===== src/rtl/bank_ref_pkg.sv =====
package bank_ref_pkg;

   typedef enum logic {
      BANK_IDLE = 1'b0,
      BANK_OPEN = 1'b1
   } bank_state_e;

   function automatic int unsigned rank_width(input int unsigned depth);
      return (depth < 2) ? 1 : $clog2(depth);
   endfunction

endpackage


===== src/rtl/bank_ref_slots.sv =====
module bank_ref_slots #(
   parameter int unsigned DEPTH  = 8,
   parameter int unsigned ROW_W  = 14,
   parameter int unsigned COL_W  = 10,
   parameter int unsigned DATA_W = 32,
   localparam int unsigned IDX_W = bank_ref_pkg::rank_width(DEPTH),
   localparam int unsigned CNT_W = $clog2(DEPTH + 1)
) (
   input  logic              clk,
   input  logic              rst_n,
   input  logic              ins_en,
   input  logic              ins_store,
   input  logic [ROW_W-1:0]  ins_row,
   input  logic [COL_W-1:0]  ins_col,
   input  logic [DATA_W-1:0] ins_data,
   input  logic              ret_en,
   input  logic [IDX_W-1:0]  ret_idx,
   input  logic              act_fire,
   input  logic [ROW_W-1:0]  act_row,
   input  logic              pre_fire,
   input  logic              open_valid,
   input  logic [ROW_W-1:0]  open_row,
   input  logic [IDX_W-1:0]  rd_idx,
   output logic [DEPTH-1:0]  valid_q,
   output logic [DEPTH-1:0]  hit_q,
   output logic [IDX_W-1:0]  rank_q [DEPTH],
   output logic [ROW_W-1:0]  row_q  [DEPTH],
   output logic [IDX_W-1:0]  free_idx,
   output logic              full,
   output logic              rd_store,
   output logic [COL_W-1:0]  rd_col,
   output logic [DATA_W-1:0] rd_data
);

   logic [DEPTH-1:0]  store_q;
   logic [COL_W-1:0]  col_q  [DEPTH];
   logic [DATA_W-1:0] data_q [DEPTH];
   logic [CNT_W-1:0]  occ_cnt;
   logic [IDX_W-1:0]  new_rank;
   logic [IDX_W-1:0]  ret_rank;

   always_comb begin
      free_idx = '0;
      for (int i = DEPTH - 1; i >= 0; i--) begin
         if (!valid_q[i]) free_idx = IDX_W'(i);
      end
   end

   assign full     = &valid_q;
   assign occ_cnt  = CNT_W'($countones(valid_q));
   assign new_rank = IDX_W'(occ_cnt - CNT_W'(ret_en));
   assign ret_rank = rank_q[ret_idx];
   assign rd_store = store_q[rd_idx];
   assign rd_col   = col_q[rd_idx];
   assign rd_data  = data_q[rd_idx];

   for (genvar g = 0; g < DEPTH; g++) begin : g_slot
      logic here_ins;
      logic here_ret;
      assign here_ins = ins_en && (free_idx == IDX_W'(g));
      assign here_ret = ret_en && (ret_idx == IDX_W'(g));

      always_ff @(posedge clk) begin
         if (!rst_n) begin
            valid_q[g] <= 1'b0;
            hit_q[g]   <= 1'b0;
            store_q[g] <= 1'b0;
            rank_q[g]  <= '0;
            row_q[g]   <= '0;
            col_q[g]   <= '0;
            data_q[g]  <= '0;
         end else begin
            if (here_ins) begin
               valid_q[g] <= 1'b1;
               store_q[g] <= ins_store;
               row_q[g]   <= ins_row;
               col_q[g]   <= ins_col;
               data_q[g]  <= ins_data;
               rank_q[g]  <= new_rank;
            end else if (here_ret) begin
               valid_q[g] <= 1'b0;
            end else if (valid_q[g] && ret_en && (rank_q[g] > ret_rank)) begin
               rank_q[g]  <= rank_q[g] - 1'b1;
            end

            if (pre_fire) begin
               hit_q[g] <= 1'b0;
            end else if (act_fire) begin
               hit_q[g] <= here_ins ? (ins_row == act_row) : (row_q[g] == act_row);
            end else if (here_ins) begin
               hit_q[g] <= open_valid && (ins_row == open_row);
            end
         end
      end
   end

   // a store never lands when no slot was free
   a_r2_no_write_when_full: assert property (@(posedge clk) disable iff (!rst_n)
      (full && !ret_en) |=> (&valid_q));
   // a retired slot is empty afterwards (refill goes to a slot free before the edge)
   a_r8_retire_frees: assert property (@(posedge clk) disable iff (!rst_n)
      (ret_en && !full) |=> !valid_q[$past(ret_idx)]);

endmodule


===== src/rtl/bank_row_pick.sv =====
module bank_row_pick #(
   parameter int unsigned DEPTH = 8,
   parameter int unsigned ROW_W = 14,
   localparam int unsigned IDX_W = bank_ref_pkg::rank_width(DEPTH)
) (
   input  logic             clk,
   input  logic             rst_n,
   input  logic [DEPTH-1:0] valid_q,
   input  logic [IDX_W-1:0] rank_q [DEPTH],
   input  logic [ROW_W-1:0] row_q  [DEPTH],
   input  logic             bank_open,
   output logic             act_valid,
   output logic [ROW_W-1:0] act_row
);

   logic [DEPTH-1:0] oldest_mask;

   for (genvar g = 0; g < DEPTH; g++) begin : g_old
      assign oldest_mask[g] = valid_q[g] && (rank_q[g] == '0);
   end

   always_comb begin
      act_row = '0;
      for (int i = 0; i < DEPTH; i++) begin
         if (oldest_mask[i]) act_row = row_q[i];
      end
   end

   assign act_valid = !bank_open && (|valid_q);

   // arrival ranks name a single oldest slot
   a_r9_single_oldest: assert property (@(posedge clk) disable iff (!rst_n)
      $onehot0(oldest_mask));
   // any occupied queue has an oldest slot
   a_r9_oldest_exists: assert property (@(posedge clk) disable iff (!rst_n)
      (|valid_q) |-> (|oldest_mask));

endmodule


===== src/rtl/bank_close_ctl.sv =====
module bank_close_ctl #(
   parameter int unsigned DEPTH = 8,
   parameter int unsigned ROW_W = 14
) (
   input  logic             clk,
   input  logic             rst_n,
   input  logic [DEPTH-1:0] valid_q,
   input  logic [DEPTH-1:0] hit_q,
   input  logic             act_fire,
   input  logic [ROW_W-1:0] act_row,
   input  logic             pre_fire,
   output logic             bank_open,
   output logic [ROW_W-1:0] open_row,
   output logic             pre_valid
);
   import bank_ref_pkg::*;

   bank_state_e state_q;

   always_ff @(posedge clk) begin
      if (!rst_n) begin
         state_q  <= BANK_IDLE;
         open_row <= '0;
      end else if (pre_fire) begin
         state_q  <= BANK_IDLE;
      end else if (act_fire) begin
         state_q  <= BANK_OPEN;
         open_row <= act_row;
      end
   end

   assign bank_open = (state_q == BANK_OPEN);
   assign pre_valid = bank_open && (|valid_q) && !(|(valid_q & hit_q));

   // an accepted activate opens its row
   a_r4_open_after_act: assert property (@(posedge clk) disable iff (!rst_n)
      (act_fire && !pre_fire) |=> (bank_open && open_row == $past(act_row)));
   // an accepted precharge closes the bank
   a_r7_closed_after_pre: assert property (@(posedge clk) disable iff (!rst_n)
      pre_fire |=> !bank_open);

endmodule


===== src/rtl/bank_ref_queue.sv =====
module bank_ref_queue #(
   parameter int unsigned DEPTH  = 8,
   parameter int unsigned ROW_W  = 14,
   parameter int unsigned COL_W  = 10,
   parameter int unsigned DATA_W = 32,
   localparam int unsigned IDX_W = bank_ref_pkg::rank_width(DEPTH)
) (
   input  logic              clk,
   input  logic              rst_n,
   input  logic              req_valid,
   output logic              req_ready,
   input  logic              req_is_store,
   input  logic [ROW_W-1:0]  req_row,
   input  logic [COL_W-1:0]  req_col,
   input  logic [DATA_W-1:0] req_wdata,
   output logic              act_valid,
   output logic [ROW_W-1:0]  act_row,
   input  logic              act_ready,
   output logic              pre_valid,
   input  logic              pre_ready,
   output logic              open_valid,
   output logic [ROW_W-1:0]  open_row,
   output logic [DEPTH-1:0]  hit_mask,
   input  logic              col_grant,
   input  logic [IDX_W-1:0]  col_grant_idx,
   output logic              gnt_is_store,
   output logic [COL_W-1:0]  gnt_col,
   output logic [DATA_W-1:0] gnt_wdata
);

   if (DEPTH < 2)  $error("bank_ref_queue: DEPTH must be at least 2");
   if (ROW_W < 1)  $error("bank_ref_queue: ROW_W must be positive");
   if (COL_W < 1)  $error("bank_ref_queue: COL_W must be positive");
   if (DATA_W < 1) $error("bank_ref_queue: DATA_W must be positive");

   logic [DEPTH-1:0] valid_q;
   logic [DEPTH-1:0] hit_q;
   logic [IDX_W-1:0] rank_q [DEPTH];
   logic [ROW_W-1:0] row_q  [DEPTH];
   logic [IDX_W-1:0] free_idx;
   logic             full;
   logic             ins_en;
   logic             ret_en;
   logic             act_fire;
   logic             pre_fire;

   assign req_ready = !full;
   assign ins_en    = req_valid && !full;
   assign act_fire  = act_valid && act_ready;
   assign pre_fire  = pre_valid && pre_ready;
   assign hit_mask  = valid_q & hit_q;
   assign ret_en    = col_grant && hit_mask[col_grant_idx];

   bank_ref_slots #(
      .DEPTH(DEPTH), .ROW_W(ROW_W), .COL_W(COL_W), .DATA_W(DATA_W)
   ) u_slots (
      .clk        (clk),
      .rst_n      (rst_n),
      .ins_en     (ins_en),
      .ins_store  (req_is_store),
      .ins_row    (req_row),
      .ins_col    (req_col),
      .ins_data   (req_wdata),
      .ret_en     (ret_en),
      .ret_idx    (col_grant_idx),
      .act_fire   (act_fire),
      .act_row    (act_row),
      .pre_fire   (pre_fire),
      .open_valid (open_valid),
      .open_row   (open_row),
      .rd_idx     (col_grant_idx),
      .valid_q    (valid_q),
      .hit_q      (hit_q),
      .rank_q     (rank_q),
      .row_q      (row_q),
      .free_idx   (free_idx),
      .full       (full),
      .rd_store   (gnt_is_store),
      .rd_col     (gnt_col),
      .rd_data    (gnt_wdata)
   );

   bank_row_pick #(.DEPTH(DEPTH), .ROW_W(ROW_W)) u_pick (
      .clk       (clk),
      .rst_n     (rst_n),
      .valid_q   (valid_q),
      .rank_q    (rank_q),
      .row_q     (row_q),
      .bank_open (open_valid),
      .act_valid (act_valid),
      .act_row   (act_row)
   );

   bank_close_ctl #(.DEPTH(DEPTH), .ROW_W(ROW_W)) u_close (
      .clk       (clk),
      .rst_n     (rst_n),
      .valid_q   (valid_q),
      .hit_q     (hit_q),
      .act_fire  (act_fire),
      .act_row   (act_row),
      .pre_fire  (pre_fire),
      .bank_open (open_valid),
      .open_row  (open_row),
      .pre_valid (pre_valid)
   );

   // activate and precharge proposals exclude each other
   a_r10_act_pre_excl: assert property (@(posedge clk) disable iff (!rst_n)
      !(act_valid && pre_valid));
   // a precharge is only proposed when nothing hits the open row
   a_r6_pre_no_hit: assert property (@(posedge clk) disable iff (!rst_n)
      pre_valid |-> (hit_mask == '0));
   // with the bank closed nothing is marked as a hit
   a_r7_idle_no_hit: assert property (@(posedge clk) disable iff (!rst_n)
      !open_valid |-> (hit_mask == '0));
   // a grant to a non-hitting slot leaves the occupancy unchanged
   a_r8_ignored_grant: assert property (@(posedge clk) disable iff (!rst_n)
      (col_grant && !hit_mask[col_grant_idx] && !req_valid) |=> $stable(req_ready));

endmodule


===== config.mk =====
export PLATFORM = sky130hd
export DESIGN_NAME = bank_ref_queue
export DESIGN_NICKNAME = d
export VERILOG_FILES = /design/src/rtl/bank_ref_pkg.sv /design/src/rtl/bank_ref_slots.sv /design/src/rtl/bank_row_pick.sv /design/src/rtl/bank_close_ctl.sv /design/src/rtl/bank_ref_queue.sv
export SDC_FILE = /design/constraint.sdc
export NUM_CORES = 1
export LEC_CHECK = 0
export ABC_AREA = 1
export BUFFER_PORTS_ARGS = -buffer_cell sky130_fd_sc_hd__buf_2
export CAP_MARGIN = 40
export CORE_ASPECT_RATIO = 1.4
export CORE_MARGIN = 2
export CORE_UTILIZATION = 34
export CTS_BUF_LIST = sky130_fd_sc_hd__clkbuf_4 sky130_fd_sc_hd__clkbuf_8
export CTS_CLUSTER_SIZE = 8
export DETAILED_ROUTE_END_ITERATION = 7
export PLACE_DENSITY_LB_ADDON = 0.12
export SLEW_MARGIN = 0
export SYNTH_ARGS = -nofsm -noshare
export SYNTH_HDL_FRONTEND = slang
export SYNTH_SLANG_ARGS = --single-unit

===== constraint.sdc =====
create_clock -name clk -period 4 [get_ports clk]
set_clock_uncertainty 0.2 [all_clocks]
set_input_delay 0.8 -clock clk [delete_from_list [all_inputs] [get_ports clk]]
set_output_delay 0.8 -clock clk [all_outputs]
set_load 0.01 [all_outputs]

==> results of run 1 <==
[area by class of cell]
class / instances / area (um^2) / share of cell area
multi-input combinational: 1955 / 10100 / 0.338
timing repair buffer: 290 / 2050 / 0.0686
clock inverter: 29 / 233 / 0.00780
sequential: 511 / 13600 / 0.455
antenna: 2 / 5.00 / 0.000168
inverter: 308 / 1180 / 0.0396
clock buffer: 124 / 1500 / 0.0503
tap: 960 / 1200 / 0.0402
timing repair inverter: 1 / 7.51 / 0.000252
[registers in the layout (all words and copies together), names as in the netlist]
| name | count |
|---|---|
| u_slots.data_q | 256 |
| u_slots.row_q | 112 |
| u_slots.col_q | 80 |
| u_slots.rank_q | 24 |
| u_close.open_row | 14 |
| u_slots.hit_q | 8 |
| u_slots.store_q | 8 |
| u_slots.valid_q | 8 |
| u_close.bank_open | 1 |
[stage by stage]
step	setup slack (ps)	hold WS, ps	utilization	area [um^2]
floorplan	3.49	244	-	25400
global placement	-227	265	0.375	27800
detailed placement	-235	272	0.376	27800
CTS	0.233	229	0.401	29700
global route	-6.56	296	0.403	29800
finish	85.8	284	0.403	29800
[logic make-up after synthesis]
| group | after synthesis | synth area share |
|---|---|---|
| and+or+nand+nor | 1327 | 0.221 |
| AOI/OAI and AO/OA | 546 | 0.129 |
| DFF | 511 | 0.535 |
| buffers and inverters | 465 | 0.0767 |
| adders and majority gates | 57 | 0.0290 |
| xor gates and xnor gates | 25 | 0.00862 |
[timing repair]
action                     4_1_cts  5_1_grt
gates cloned                     0        1
pin swaps                        4        1
setup endpoints to repair       31       19
buffers inserted                10        5
gates resized for setup         14       25
[how the worst min path moves through the flow]
| stage | start | end | slack [ps] | cells past startpoint |
|---|---|---|---|---|
| after CTS | req_is_store | u_slots.store_q[1] | 230 | 3 |
| after floorplan | u_slots.store_q[3] | u_slots.store_q[3] | 240 | 2 |
| after detailed placement | u_slots.store_q[2] | u_slots.store_q[2] | 270 | 2 |
| after global routing | req_wdata[21] | u_slots.data_q[5][21] | 300 | 3 |
| final | req_is_store | u_slots.store_q[0] | 280 | 3 |
| after global placement | u_slots.store_q[5] | u_slots.store_q[5] | 270 | 2 |
[layout by cell type, fill, tap and decap left out, types with 7 or more instances in the layout]
master,synthesis,routed
nand2_1,561,542
nor2_1,483,482
edfxtp_1,336,336
inv_1,291,282
dfxtp_1,175,175
nand3_1,162,160
buf_2,19,148
o21ai_0,143,142
buf_4,5,119
o22ai_1,102,102
a21oi_1,94,94
clkbuf_8,3,91
a22oi_1,86,86
nand4_1,53,53
a31oi_1,52,52
ha_1,54,51
clkbuf_4,0,33
nand2_2,22,29
a211oi_1,23,23
clkinv_1,10,23
o21ai_1,20,21
nand2_4,15,20
xor2_1,20,20
buf_12,0,17
clkinv_2,1,11
inv_2,5,7
nand2_8,0,7
nor2_2,7,7
[per-layer routing]
layer	GRT usage	routed length, um
met5	0	0
met4	0.137	5180
met3	0.0273	5060
met2	0.432	48500
met1	0.289	37300
[where the power goes]
part	total, mW	internal [mW]	switching [mW]
sequential	5.92	5.83	0.0912
combinational	1.51	0.461	1.05
clock	4.88	2.61	2.26
[worst reg2reg max path, stage by stage, from the launching register on]
cell and delay [ps]:
dfxtp_1 350, nand2_1 130, inv_1 130, o22ai_1 90, a221oi_1 200, nor2_1 90
nor2_2 180, ha_4 220, fa_1 370, inv_1 100, fa_1 430, ha_2 200
xor2_1 160, xor2_1 160, buf_4 170, inv_1 150, nor2_1 60, a21oi_1 130
a21oi_1 80
==> results.cfg, run 1 <==
[synthesis]
synth-edff-count = 336
yosys_warnings = 0
netlist_instances = 2931
ys_seq_area_frac = 0.535
ys_types = 51
dominantRegCellSynth = edfxtp_1
yosysMostFrequentCell = nand2_1
syn_area_mm2 = 0.0254
ys_top_cells_by_count = 561 x nand2_1, 483 x nor2_1, 336 x edfxtp_1
ys_seq_elements = 511
async_flop_share = 0
synth_top_area_share = 0.397
syn_avg_cell_area_um2 = 8.66
synth_top_cell_by_area = edfxtp_1
ys_top_cells_by_area = edfxtp_1 40%, dfxtp_1 14%, nand2_1 8.3%
synth_nets = 3054

[cts]
cts_hold_buf = 0
clock_latency_ps = 720
htree_levels = 3
cts_made_buffers = 87
tritoncts = yes
clock_path_buffers = 3
root_buffer = clkbuf_8
cts.sink_count = 511
clkSlewWorstSetupHoldPaths_ps = 60

[power]
p_leak_nw = 12.2
p_per_area_mw_per_mm2 = 412
peakVddDrop_v = 0.000226
power_mw = 12.3

[worst_setup_path]
cpMostUsedCell = nand2_1
critical_path.endpoint = act_row[5]
rr_endpoint = u_slots.rank_q[20]
cp_num_buf_inv = 5
crit_path_start_kind = flop
reg2reg_from = u_slots.valid_q[0]
cp_max_fo = 13
cpLargestDelayFamily = simple AND/OR/NAND/NOR gates
r2r_cells = 18
cp.arrival_ps = 2910
slowest_stage = dfxtp_1
ff2ff_setup_slack_ps = 310
critical_path_depth = 16
crit_path_start = u_slots.rank_q[12]
crit_chain = inv_1, ha_1, nand2_2, nor2_4, buf_12, buf_4, a21oi_1, nand2_1, nand2_1, nand2_1, nand2_1, nand2_2, nand2_8, nand2_8, inv_2, buf_2
slowest_delay_ps = 350
crit_type = reg2out
cp-end-kind = output pin
required_ps = 3000

[detailed_routing]
vias = 22500
route.detailed.drc = 5
first_pass_iters = 8
drtIter0Drc = 1656
drt_wl_total_mm = 96.0
antenna_left = 0
avgRoutedWirePerCell_um = 23.0
drt-vias-per-instance = 5.39

[finish]
fillers = 7491
area_delta_synth_final_pct = 17.6
drive_above_1_share = 0.166
fin_nets = 3277
instances_no_fill = 4180

[status]
status = finished with violations
violations = DRC

[grt]
grt_pass1_vias = 23000
grt_first_pass_wirelength_mm = 143
grt.total_usage = 0.245
antenna_found_initial = 2
overflow = 0
grt_max_degree = 86

[placement]
place_congestion = 0.948
dp.cells = 4009
numPortBuffers = 148
hpwlAfterDp_mm = 62.8

[timing]
worst_slew_pin_slew_ps = 755
fin_crit_sh = 0.979
fmax_mhz = 255
period_needed_ps = 3910
slew_headroom = 0.495
tns_ps = 0
setup_viol = 0
hold_violations = 0
drv_slew = 0

[floorplan]
die_w_um = 235
die-area_mm2 = 0.0769
pin_count = 149
initial_core_util = 0.343
die_h_um = 327
core_area_mm2 = 0.0740
placementRows = 118

[flow_run]
cap_viol_max_count = 0

[hold_path]
holdCritPathClass = in2reg
Power figures use the tool's default switching activity.
==> inputs of run 2 (changes only) <==
--- a/config.mk
+++ b/config.mk
@@ -14,7 +14,7 @@
 export CTS_BUF_LIST = sky130_fd_sc_hd__clkbuf_4 sky130_fd_sc_hd__clkbuf_8
 export CTS_CLUSTER_SIZE = 8
 export DETAILED_ROUTE_END_ITERATION = 7
-export PLACE_DENSITY_LB_ADDON = 0.12
+export PLACE_DENSITY = 0.56
 export SLEW_MARGIN = 0
 export SYNTH_ARGS = -nofsm -noshare
 export SYNTH_HDL_FRONTEND = slang
==> run 2 against run 1 <==
The run now ends clean. Cell count shrank 0.31%. Critical path depth shrank 1. Worst setup slack worse by 21 ps.
==> results.cfg, run 2 (synthesized netlist as in run 1, its figures left out) <==
[worst_setup_path]
ff2ff_setup_slack_ps = 300
required_ps = 3000
crit_path_start_kind = flop
cp.arrival_ps = 2930
cp-end-kind = output pin
cp_max_fo = 16
cpLargestDelayFamily = simple AND/OR/NAND/NOR gates
crit_type = reg2out
cpMostUsedCell = nand2_1
slowest_stage = dfxtp_1
slowest_delay_ps = 330
crit_chain = inv_1, ha_1, nand2_2, nor2_4, buf_8, a21oi_1, nand2_1, nand2_1, nand2_1, nand2_1, nand2_1, nand2_4, nand2_8, clkinvlp_4, buf_2
cp_num_buf_inv = 4

[finish]
reg.largest.list = u_slots.data_q: 256 flops, u_slots.row_q: 112 flops, u_slots.col_q: 80 flops
fin_nets = 3263
mostFrequentLayoutCells = 543 x nand2_1, 482 x nor2_1, 336 x edfxtp_1
largest_reg_flops = 256
final_common_cell = nand2_1
multi_input_area_mm2 = 0.0100
finalCoreUtilization = 0.402
drive_above_1_share = 0.163
top_register = u_slots.data_q
final_cell_area_mm2 = 0.0298
area_delta_synth_final_pct = 17.2
fillers = 7594
ff_latch_area_mm2 = 0.0136

[timing]
rsz0062_at_grt = true
tns_ps = 0
fin_crit_sh = 0.984
worst_slew_pin_slew_ps = 781
setup_viol = 0
period_needed_ps = 3930
worst_hold_slack_ps = 274
drv_slew = 0
fmax_mhz = 254
slew_headroom = 0.479
hold_violations = 0

[cts]
htree_levels = 3
tritoncts = yes
clock_latency_ps = 700
clkSlewWorstSetupHoldPaths_ps = 60
cts_hold_buf = 0
cts.sink_count = 511
root_buffer = clkbuf_8
cts_made_buffers = 86
clock_path_buffers = 3

[detailed_routing]
avgRoutedWirePerCell_um = 21.5
drtIter0Drc = 1486
antenna_left = 0
vias = 22200
drt-vias-per-instance = 5.32
route.detailed.drc = 0
drt_wl_total_mm = 89.7
first_pass_iters = 5

[power]
internal-power_mw = 8.86
p_leak_nw = 12.2
peakVddDrop_v = 0.000203
p_sw_mw = 3.31
pwr-share-comb = 0.121
clock_power_share = 0.393
power_mw = 12.2
p_seq_frac = 0.486
p_sw_frac = 0.272
p_per_area_mw_per_mm2 = 409

[grt]
grt_pass1_vias = 21900
grt_first_pass_wirelength_mm = 133
grt_max_degree = 86
overflow = 0
grt.total_usage = 0.227
antenna_found_initial = 3

[hold_path]
holdCritPathClass = reg2reg

[flow_run]
cap_viol_max_count = 0

[placement]
hpwlAfterDp_mm = 57.8
placed_cell_area_mm2 = 0.0277
place_congestion = 0.917
numPortBuffers = 148

[floorplan]
initial_core_util = 0.343
die_h_um = 327
die-area_mm2 = 0.0769
core_area_mm2 = 0.0740
die_w_um = 235
pin_count = 149
placementRows = 118

[status]
status = completed
-- run 2: changes by cell type in the layout (fill, tap and decap cells not counted), moves of 3 or more --
cell / before / now
clkbuf_8: 91 / 97
clkinv_2: 11 / 6
bufinv_16: 3 / 0
clkinv_1: 23 / 19
buf_4: 119 / 104
clkbuf_4: 33 / 39
-- run 2: timing repair --
item                                    in CTS  in global routing
buffers inserted                            10                  7
gates cloned                                 0                  1
endpoints found under the setup margin      20                 11
pin swaps                                    1                  3
resized for setup                           17                 14
-- run 2: worst paths after layout --
| check | start | depth (start not counted) | end |
|---|---|---|---|
| max | u_slots.rank_q[12] | 15 | act_row[9] |
| min | u_slots.store_q[5] | 2 | u_slots.store_q[5] |
| max reg2reg | u_slots.valid_q[1] | 16 | u_slots.rank_q[8] |
| min reg2reg | u_slots.store_q[5] | 2 | u_slots.store_q[5] |
-- run 2: through the flow --
step	std cells	worst slack, ps
floorplan	2931	3.49
global placement	3993	-144
detailed placement	3994	-153
CTS	4157	2.88
global route	4166	-17.1
finish	4167	65.1
-- run 2: worst reg2reg max path: cells and delay by family, from the launching register on --
kind                       cells  cell delay, ps
DFF                            1             480
and+or+nand+nor                4             530
buffers and inverters          3             380
adders and majority gates      4            1160
AOI/OAI and AO/OA              3             510
xor gates and xnor gates       2             330
-- run 2: power groups by stage --
stage	clock network (mW)	logic (mW)	registers (mW)
2_1_floorplan	0	0.823	6.01
3_3_place_gp	0	1.43	6.02
6_report	4.79	1.47	5.92
5_1_grt	5.09	1.60	5.94
4_1_cts	4.88	1.46	5.92
3_5_place_dp	0	1.44	6.03
-- run 2: routing by layer --
metal / wire length, um / global-route usage / share of wire / vias up
li1: - / - / - / 10400
met3: 5510 / 0.0310 / 0.061 / 226
met2: 45700 / 0.406 / 0.51 / 882
met1: 34400 / 0.265 / 0.38 / 10600
met5: 0 / 0 / 0 / -
met4: 4170 / 0.114 / 0.046 / 0
-- run 2: area by class of cell --
type                            instances  share of cell area
Multi-Input combinational cell       1956               0.338
Antenna cell                            2            0.000168
Sequential cell                       511               0.457
Clock buffer                          136              0.0547
Tap cell                              960              0.0404
Timing Repair Buffer                  277              0.0671
Clock inverter                         17             0.00345
Inverter                              308              0.0398
